--- src/rtl/cfg_hdr_pkg.sv ---
package cfg_hdr_pkg;
  localparam int unsigned IDX_W = 6;
  localparam logic [IDX_W-1:0] DW_ID  = 6'd0;
  localparam logic [IDX_W-1:0] DW_CMD = 6'd1;
  localparam logic [IDX_W-1:0] DW_CLS = 6'd3;
  localparam logic [IDX_W-1:0] DW_BAR = 6'd4;
  localparam logic [IDX_W-1:0] DW_SUB = 6'd11;

  // merge write data into an old word under per-lane enables
  function automatic logic [31:0] lane_merge(input logic [31:0] old_w,
                                             input logic [31:0] new_w,
                                             input logic [3:0]  be);
    logic [31:0] r;
    r = old_w;
    for (int l = 0; l < 4; l++)
      if (be[l]) r[8*l +: 8] = new_w[8*l +: 8];
    return r;
  endfunction
endpackage

--- src/rtl/cfg_cmd_regs.sv ---
module cfg_cmd_regs (
  input  logic        clk,
  input  logic        rst_n,
  input  logic        wr_cmd,
  input  logic        wr_cls,
  input  logic [3:0]  be,
  input  logic [2:0]  cmd_bits,   // {mwi_en, master_en, mem_en} from write data
  input  logic [7:0]  cls_byte,
  input  logic [7:0]  lat_byte,
  output logic [15:0] cmd_word,
  output logic [7:0]  cls_q,
  output logic [7:0]  lat_q,
  output logic        mem_en,
  output logic        mwi_ok
);
  logic [2:0] cmd_q, cmd_d;
  logic [7:0] cls_d, lat_d;
  logic       cmd_ce, cls_ce, lat_ce;

  always_comb begin
    cmd_ce = wr_cmd & be[0];
    cls_ce = wr_cls & be[0];
    lat_ce = wr_cls & be[1];
    cmd_d  = cmd_bits;
    cls_d  = cls_byte;
    lat_d  = lat_byte;
  end

  always_ff @(posedge clk or negedge rst_n) begin
    if (!rst_n) begin
      cmd_q <= '0;
      cls_q <= '0;
      lat_q <= '0;
    end else begin
      if (cmd_ce) cmd_q <= cmd_d;
      if (cls_ce) cls_q <= cls_d;
      if (lat_ce) lat_q <= lat_d;
    end
  end

  assign cmd_word = {11'd0, cmd_q[2], 1'b0, cmd_q[1], cmd_q[0], 1'b0};
  assign mem_en   = cmd_q[0];
  assign mwi_ok   = cmd_q[2] & (cls_q != 8'd0);
endmodule

--- src/rtl/cfg_bar.sv ---
module cfg_bar #(
  parameter int unsigned BAR_LOG2 = 12,
  parameter bit          PREF     = 1'b0
) (
  input  logic        clk,
  input  logic        rst_n,
  input  logic        wr_bar,
  input  logic [3:0]  be,
  input  logic [31:0] wdata,
  input  logic        mem_en,
  input  logic [31:0] mem_addr,
  output logic [31:0] bar_rd,
  output logic        hit
);
  import cfg_hdr_pkg::*;
  localparam int unsigned BASE_W = 32 - BAR_LOG2;
  localparam logic [31:0] WIN_MASK = ~((32'd1 << BAR_LOG2) - 32'd1);
  localparam logic [31:0] TYPE_BITS = {28'd0, PREF, 3'b000};

  logic [BASE_W-1:0] base_q, base_d;
  logic [31:0]       full_w, merged;
  logic              base_ce;

  assign full_w = {base_q, {BAR_LOG2{1'b0}}};

  always_comb begin
    merged  = lane_merge(full_w, wdata, be);
    base_d  = merged[31:BAR_LOG2];
    base_ce = wr_bar & (|be);
  end

  always_ff @(posedge clk or negedge rst_n) begin
    if (!rst_n)       base_q <= '0;
    else if (base_ce) base_q <= base_d;
  end

  assign bar_rd = full_w | TYPE_BITS;
  assign hit    = mem_en & (((mem_addr ^ full_w) & WIN_MASK) == 32'd0);
endmodule

--- src/rtl/cfg_hdr_resp.sv ---
module cfg_hdr_resp #(
  parameter logic [15:0] VENDOR_ID = 16'hA5C3,
  parameter logic [15:0] DEVICE_ID = 16'h7E21,
  parameter logic [15:0] SUB_VID   = 16'h3C4D,
  parameter logic [15:0] SUB_ID    = 16'h0102,
  parameter int unsigned BAR_LOG2  = 12,
  parameter bit          BAR_PREF  = 1'b0
) (
  input  logic        clk,
  input  logic        rst_n,
  input  logic        cfg_sel,
  input  logic        cfg_wr,
  input  logic [2:0]  cfg_func,
  input  logic [5:0]  cfg_idx,
  input  logic [3:0]  cfg_be,
  input  logic [31:0] cfg_wdata,
  output logic [31:0] cfg_rdata,
  output logic        cfg_ack,
  input  logic [31:0] mem_addr,
  output logic        mem_hit,
  output logic        mwi_ok
);
  import cfg_hdr_pkg::*;

  logic        claim, wr_hit, rd_hit;
  logic [15:0] cmd_word;
  logic [7:0]  cls_q, lat_q;
  logic        mem_en;
  logic [31:0] bar_rd;
  logic [31:0] mux_d, rdata_d;
  logic        ack_d;

  assign claim  = cfg_sel & (cfg_func == 3'd0);
  assign wr_hit = claim & cfg_wr;
  assign rd_hit = claim & ~cfg_wr;

  cfg_cmd_regs u_cmd (
    .clk      (clk),
    .rst_n    (rst_n),
    .wr_cmd   (wr_hit & (cfg_idx == DW_CMD)),
    .wr_cls   (wr_hit & (cfg_idx == DW_CLS)),
    .be       (cfg_be),
    .cmd_bits ({cfg_wdata[4], cfg_wdata[2], cfg_wdata[1]}),
    .cls_byte (cfg_wdata[7:0]),
    .lat_byte (cfg_wdata[15:8]),
    .cmd_word (cmd_word),
    .cls_q    (cls_q),
    .lat_q    (lat_q),
    .mem_en   (mem_en),
    .mwi_ok   (mwi_ok)
  );

  cfg_bar #(.BAR_LOG2(BAR_LOG2), .PREF(BAR_PREF)) u_bar (
    .clk      (clk),
    .rst_n    (rst_n),
    .wr_bar   (wr_hit & (cfg_idx == DW_BAR)),
    .be       (cfg_be),
    .wdata    (cfg_wdata),
    .mem_en   (mem_en),
    .mem_addr (mem_addr),
    .bar_rd   (bar_rd),
    .hit      (mem_hit)
  );

  always_comb begin
    unique case (cfg_idx)
      DW_ID:   mux_d = {DEVICE_ID, VENDOR_ID};
      DW_CMD:  mux_d = {16'd0, cmd_word};
      DW_CLS:  mux_d = {8'd0, 8'd0, lat_q, cls_q};
      DW_BAR:  mux_d = bar_rd;
      DW_SUB:  mux_d = {SUB_ID, SUB_VID};
      default: mux_d = 32'd0;
    endcase
    rdata_d = rd_hit ? mux_d : 32'd0;
    ack_d   = claim;
  end

  always_ff @(posedge clk or negedge rst_n) begin
    if (!rst_n) begin
      cfg_ack   <= 1'b0;
      cfg_rdata <= '0;
    end else begin
      cfg_ack   <= ack_d;
      cfg_rdata <= rdata_d;
    end
  end
endmodule

--- config.mk ---
export PLATFORM = sky130hd
export DESIGN_NAME = cfg_hdr_resp
export DESIGN_NICKNAME = d
export VERILOG_FILES = /design/src/rtl/cfg_hdr_pkg.sv /design/src/rtl/cfg_cmd_regs.sv /design/src/rtl/cfg_bar.sv /design/src/rtl/cfg_hdr_resp.sv
export SDC_FILE = /design/constraint.sdc
export NUM_CORES = 1
export LEC_CHECK = 0
export ABC_AREA = 0
export ABC_CLOCK_PERIOD_IN_PS = 2300
export BUFFER_PORTS_ARGS = -buffer_cell sky130_fd_sc_hd__buf_2
export CAP_MARGIN = 20
export CORE_AREA = 3 3 82 104
export CTS_BUF_LIST = sky130_fd_sc_hd__clkbuf_2 sky130_fd_sc_hd__clkbuf_4 sky130_fd_sc_hd__clkbuf_8
export DETAILED_ROUTE_END_ITERATION = 10
export DIE_AREA = 0 0 85 107
export PLACE_DENSITY_LB_ADDON = 0.2
export SLEW_MARGIN = 20
export SYNTH_ARGS = -nofsm -noshare
export SYNTH_HDL_FRONTEND = slang
export SYNTH_SLANG_ARGS = --single-unit
--- constraint.sdc ---
create_clock -name clk -period 2.3 [get_ports clk]
set_input_delay 0.23 -clock clk [delete_from_list [all_inputs] [get_ports clk]]
set_output_delay 0.23 -clock clk [all_outputs]
set_load 0.1 [all_outputs]
==> reports/qor.yml, run 1 <==
yosysTopAreaCell: "dfrtp_1"
wl_per_cell_um: 16.1
relSlewSlack_pct: 62.6
combPwrFrac_pct: 5.7
reg2reg_from: "u_cmd.cmd_q[0]"
synth.top_cells.by_area: "dfrtp_1, mux2_2, xnor2_1"
hold_viol_final: 0
dr_wl_met2_mm: 3.69
synth_cells: 241
worstSetupPathType: "flip-flop to output pin"
arrival_ns: 1.90
pwr-share-clk_pct: 47.8
die_w_um: 85
cts.sinks: 72
hold_path_startpoint: "cfg_func[2]"
max_stage_delay_ns: 0.40
crit_slowest_cell: "dfrtp_1"
yosysTopAreaCellShare_pct: 59.8
p_int_uw: 2200
antenna_found_initial: 0
holdWs_ns: 0.0623
fin_area_um2: 3990
drt_first_pass_iters: 6
routabilityCongestion: 0.782
hp-class: "input port to flip-flop"
ys_seq_area_share_pct: 59.8
antenna_cells: 0
synthArstFlopShare_pct: 100
vias: 2220
required_ns: 2.07
start_kind: "flip-flop"
final_nets: 436
fillCellCount: 738
dpl_cell_area_um2: 3710
io_buffers: 103
cp_cell_sequence: "xor2_1 > nor4_1 > nand4_1 > nor4_4 > buf_12"
multiInputGateArea_um2: 1160
antenna_left: 0
cp_max_fo: 3
die_y_um: 107
rsz0062_at_grt: "no"
syn-cell-area_um2: 3020
end_kind: "output pin"
grt-ovfl-total: 0
start_util_pct: 39.1
fmax_mhz: 470
rows: 36
dieArea_um2: 9100
drv_cap: 0
synth-seq-cells: 72
post-dp-hpwl_mm: 5.41
ctsResizeCount: 0
setup_viol: 0
boundaryPins: 116
clockBufferDepth: 2
synth_flop_cell: "dfrtp_1"
synth_edf_count: 0
grt_pass1_wl_mm: 11.8
final_util_pct: 51.8
cpLargestDelayFamily: "simple AND/OR/NAND/NOR gates"
worstMarginPinSlew_ns: 0.561
cts_buffers: 9
grt.total_usage_pct: 16.9
ff2ff_path_depth: 4
hold-path-cell-count: 2
grt_max_degree: 44
powerDensity_nw_per_um2: 689
r2r-end: "cfg_rdata[1]"
clock_skew_ns: 0.00827
drive_above_1_share_pct: 47.5
seq_area_um2: 1800
post_cts_buffers: 0
drt-vias-per-instance: 4.88
remaining_drc_errors: 0
synth_cell_types: 30
drt-total-wl_mm: 7.33
wl_met3_um: 436
highest_layer: "met4"
p_sw_share_pct: 19.9
crit_buf_inv: 1
wirelength_met1_mm: 3.09
coreArea_um2: 7700
area.growth.synth_to_final_pct: 32.3
max-vdd-ir-drop_mv: 0.412
cts_tree: "built"
leakage_uw: 0.00210
finalCriticalPeriod_ns: 2.13
place_inst: 438
pwr-share-seq_pct: 46.4
switchingPower_uw: 548
status: "completed"
reg2reg_slack_ns: 1.40
grt_pass1_vias: 2400
clockRootBuffer: "clkbuf_8"
avgSynthCellArea_um2: 12.5
htree_levels: 3
tns_ns: 0
ctsHoldBuffers: 1
maxSlewViolCount: 0
initialDrtViolationCount: 114
clk_latency_ns: 0.33
period_share_pct: 92.5
clk_pin_slew_worst_paths_ns: 0.08
synth_nets: 322
ys_warn_count: 0
fin_cells: 455
min_to: "cfg_ack"
[stage by stage]
stage,total power [µW],setup slack [ns]
6_report,2750,0.172
3_3_place_gp,1460,0.418
5_1_grt,2860,0.00647
3_5_place_dp,1460,0.411
2_1_floorplan,1350,0.0558
4_1_cts,2790,0.124
[sequential cells by signal, indices dropped and copies added, names as in the netlist]
name and cells:
cfg_rdata 32, u_bar.base_q 20, u_cmd.cls_q 8, u_cmd.lat_q 8, u_cmd.cmd_q 3, cfg_ack 1
[metal layers]
metal / vias to the layer above / global-route usage [%]
met3: 12 / 4.00
met4: 0 / 6.33
met5: - / 0
met1: 1060 / 21.1
met2: 77 / 28.4
li1: 1071 / -
[power by group through the flow]
stage / Sequential [µW] / Clock, µW / Combinational, µW
final: 1280 / 1310 / 158
after global routing: 1280 / 1410 / 179
after CTS: 1280 / 1350 / 162
after detailed placement: 1300 / 0 / 160
after global placement: 1300 / 0 / 159
after floorplan: 1300 / 0 / 44.2
[cells in the final DEF, fill, tap and decap left out, types with 2 or more instances in the layout]
master,count
buf_2,101
dfrtp_1,72
mux2_2,37
a21oi_1,18
nand2_1,15
nor2_1,14
xnor2_1,12
and3_1,9
clkbuf_8,9
inv_1,8
xor2_1,8
buf_4,7
nand3_1,5
nor4_1,5
nor3_1,4
a22oi_1,4
bufinv_16,4
o21ai_0,3
nand4_1,3
nand3_2,3
nor4_4,2
mux2_1,2
clkbuf_4,2
buf_12,2
[cell families (layout without fill, tap and decap cells)]
kind of cell / count (synthesis) / in the layout / synth area share, %
DFF: 72 / 72 / 59.8
and+or+nand+nor: 65 / 65 / 12.1
muxes: 40 / 40 / 14.9
AOI/OAI and AO/OA: 28 / 28 / 5.23
xor gates and xnor gates: 20 / 20 / 5.81
buffers and inverters: 16 / 135 / 2.20
[Yosys cell counts, types with 2 or more instances]
| master | count |
|---|---|
| a22oi_1 | 4 |
| and3_1 | 9 |
| xnor2_1 | 12 |
| mux2_2 | 37 |
| clkbuf_1 | 5 |
| xor2_1 | 8 |
| mux2_1 | 2 |
| buf_2 | 2 |
| nand3_2 | 3 |
| nand3_1 | 5 |
| inv_1 | 8 |
| nor4_1 | 6 |
| nor3_1 | 4 |
| dfrtp_1 | 72 |
| a21oi_1 | 18 |
| nand2_1 | 15 |
| nor2_1 | 14 |
| nand4_1 | 3 |
| o21ai_0 | 3 |
[worst max-delay path by stage]
stage	to	cells after the start	slack, ns	start
2_1_floorplan	mem_hit	4	0.06	u_bar.base_q[13]
4_1_cts	mem_hit	5	0.12	u_bar.base_q[13]
3_5_place_dp	u_cmd.lat_q[2]	5	0.41	cfg_idx[5]
6_report	mem_hit	5	0.17	u_bar.base_q[13]
3_3_place_gp	u_cmd.lat_q[4]	5	0.42	cfg_idx[5]
5_1_grt	mem_hit	5	0.006	u_bar.base_q[13]
[layout make-up]
cell class	count	area share [%]
sequential	72	45.2
multi-input combinational	153	29.1
timing repair buffer	111	15.2
clock buffer	11	3.48
clock inverter	5	3.23
tap	95	2.98
inverter	8	0.753
(Power assumes the default switching activity.)
==> run 2: changes to the inputs <==
--- a/config.mk
+++ b/config.mk
@@ -9,10 +9,10 @@
 export ABC_CLOCK_PERIOD_IN_PS = 2300
 export BUFFER_PORTS_ARGS = -buffer_cell sky130_fd_sc_hd__buf_2
 export CAP_MARGIN = 20
-export CORE_AREA = 3 3 82 104
+export CORE_AREA = 3 3 91 93
 export CTS_BUF_LIST = sky130_fd_sc_hd__clkbuf_2 sky130_fd_sc_hd__clkbuf_4 sky130_fd_sc_hd__clkbuf_8
 export DETAILED_ROUTE_END_ITERATION = 10
-export DIE_AREA = 0 0 85 107
+export DIE_AREA = 0 0 94 96
 export PLACE_DENSITY_LB_ADDON = 0.2
 export SLEW_MARGIN = 20
 export SYNTH_ARGS = -nofsm -noshare
==> reports/qor.yml, run 2 (synthesized netlist as in run 1, its figures left out) <==
status: "completed"
htree_levels: 3  # unchanged
fmax_mhz: 473  # +0.67%
cts_buffers: 9  # unchanged
routabilityCongestion: 0.801  # +2.5%
rsz0062_at_grt: "no"
hp-class: "input port to async pin"
clock_skew_ns: 0.00923  # +0.000967 ns
leakage_uw: 0.00205  # -2.3%
mostFrequentLayoutCell: "buf_2"
max_flop_register: "cfg_rdata"
grt_pass1_vias: 2283  # -4.9%
initialDrtViolationCount: 89  # -22%
post_cts_buffers: 0  # unchanged
powerDensity_nw_per_um2: 598  # -13%
finalCriticalPeriod_ns: 2.11  # -0.0142 ns
final_nets: 435  # -0.23%
relSlewSlack_pct: 40.8  # -22 points
end_kind: "output pin"
arrival_ns: 1.88  # -0.02 ns
worstMarginPinSlew_ns: 0.887  # +0.326 ns
remaining_drc_errors: 0  # unchanged
ctsHoldBuffers: 0  # -1
antenna_left: 0  # unchanged
area.growth.synth_to_final_pct: 28.8
grt.total_usage_pct: 17.0  # +0.063 points
fillCellCount: 724  # -1.9%
wl_per_cell_um: 15.6  # -2.8%
grt_max_degree: 73  # +66%
grt-ovfl-total: 0  # unchanged
grt_pass1_wl_mm: 11.5  # -3.0%
required_ns: 2.07  # about the same
antenna_found_initial: 0  # unchanged
maxSlewViolCount: 0  # unchanged
ctsResizeCount: 0  # unchanged
largest_reg_flops: 32  # unchanged
drt_first_pass_iters: 4  # -2
reg_top3: "cfg_rdata: 32 flops, u_bar.base_q: 20 flops"
reg2reg_slack_ns: 1.44  # +0.04 ns
multiInputGateArea_um2: 1160  # unchanged
coreArea_um2: 7610  # -1.2%
crit_slowest_cell: "dfrtp_1"
antenna_cells: 0  # unchanged
cts_tree: "built"
cts.sinks: 72  # unchanged
max_stage_delay_ns: 0.41  # about the same
tns_ns: 0  # unchanged
vias: 2217  # -0.14%
dieArea_um2: 9020  # -0.78%
clk_pin_slew_worst_paths_ns: 0.07  # about the same
cp_cell_sequence: "xor2_1 > nor4_1 > nand4_1 > nor4_4 > buf_12"
clk_latency_ns: 0.33  # about the same
setup_viol: 0  # unchanged
mostFrequentLayoutCells: "buf_2, dfrtp_1, mux2_2"
ff2ff_path_depth: 4  # unchanged
period_share_pct: 91.9  # -0.62 points
start_kind: "flip-flop"
boundaryPins: 116  # unchanged
start_util_pct: 39.6  # +0.49 points
drive_above_1_share_pct: 47.6  # +0.13 points
clockRootBuffer: "clkbuf_8"
reg2reg_from: "u_cmd.cmd_q[0]"
final_util_pct: 51.1  # -0.72 points
io_buffers: 103  # unchanged
rows: 32  # -11%
die_w_um: 94  # +11%
r2r-end: "cfg_rdata[1]"
max-vdd-ir-drop_mv: 0.279  # -32%
post-dp-hpwl_mm: 5.44  # +0.68%
clockBufferDepth: 2  # unchanged
drv_cap: 0  # unchanged
hold_viol_final: 0  # unchanged
cp_max_fo: 3  # unchanged
worstSetupPathType: "flip-flop to output pin"
die_y_um: 96  # -10%
seq_area_um2: 1800  # unchanged
drt-vias-per-instance: 4.81  # -1.4%
drt-total-wl_mm: 7.21  # -1.5%
holdWs_ns: 0.0202  # -0.0421 ns
==> run 2: how the worst max path moves through the flow <==
stage / start / end / slack [ns]
final: u_bar.base_q[13] / mem_hit / 0.19
after global routing: u_bar.base_q[13] / mem_hit / 0.01
after CTS: u_bar.base_q[13] / mem_hit / 0.05
after detailed placement: cfg_idx[5] / u_cmd.lat_q[5] / 0.30
after global placement: cfg_idx[0] / u_cmd.lat_q[1] / 0.34
after floorplan: u_bar.base_q[13] / mem_hit / 0.06
==> run 2: layer usage <==
layer	part of all wire, %	up-vias	track usage, %
li1	-	1064	-
met5	0	-	0
met3	4.1	7	2.66
met2	49	56	27.4
met1	45	1090	23.0
met4	1.1	0	7.10
==> run 2: critical path: cells and delay by family (launching register included) <==
kind	cells	cell delay, ns
simple gates	3	0.74
buf+inv	1	0.22
xor+xnor	1	0.17
flops	1	0.41
==> run 2: final cells by class <==
cell class              count  share of cell area, %
clock buffers              13                   4.12
clock inverters             3                  0.451
inverters                   8                  0.773
multi-input cells         153                   29.9
flip-flops and latches     72                   46.4
well taps                 102                   3.29
repair buffers            110                   15.1
==> run 2: per-stage QoR <==
step | worst slack (ns) | std cells | instance area [µm²] | total power (µW)
2_1_floorplan | 0.0558 | 241 | 3030 | 1350
3_3_place_gp | 0.341 | 445 | 3710 | 1460
3_5_place_dp | 0.303 | 445 | 3710 | 1460
4_1_cts | 0.0525 | 461 | 3880 | 2360
5_1_grt | 0.0131 | 461 | 3880 | 2420
6_report | 0.186 | 461 | 3880 | 2320
==> run 2: report_power, final <==
| part | switching, µW | internal [µW] |
|---|---|---|
| Clock | 441 | 454 |
| Sequential | 4.44 | 1270 |
| Combinational | 86.0 | 67.4 |
| Total | 531 | 1790 |
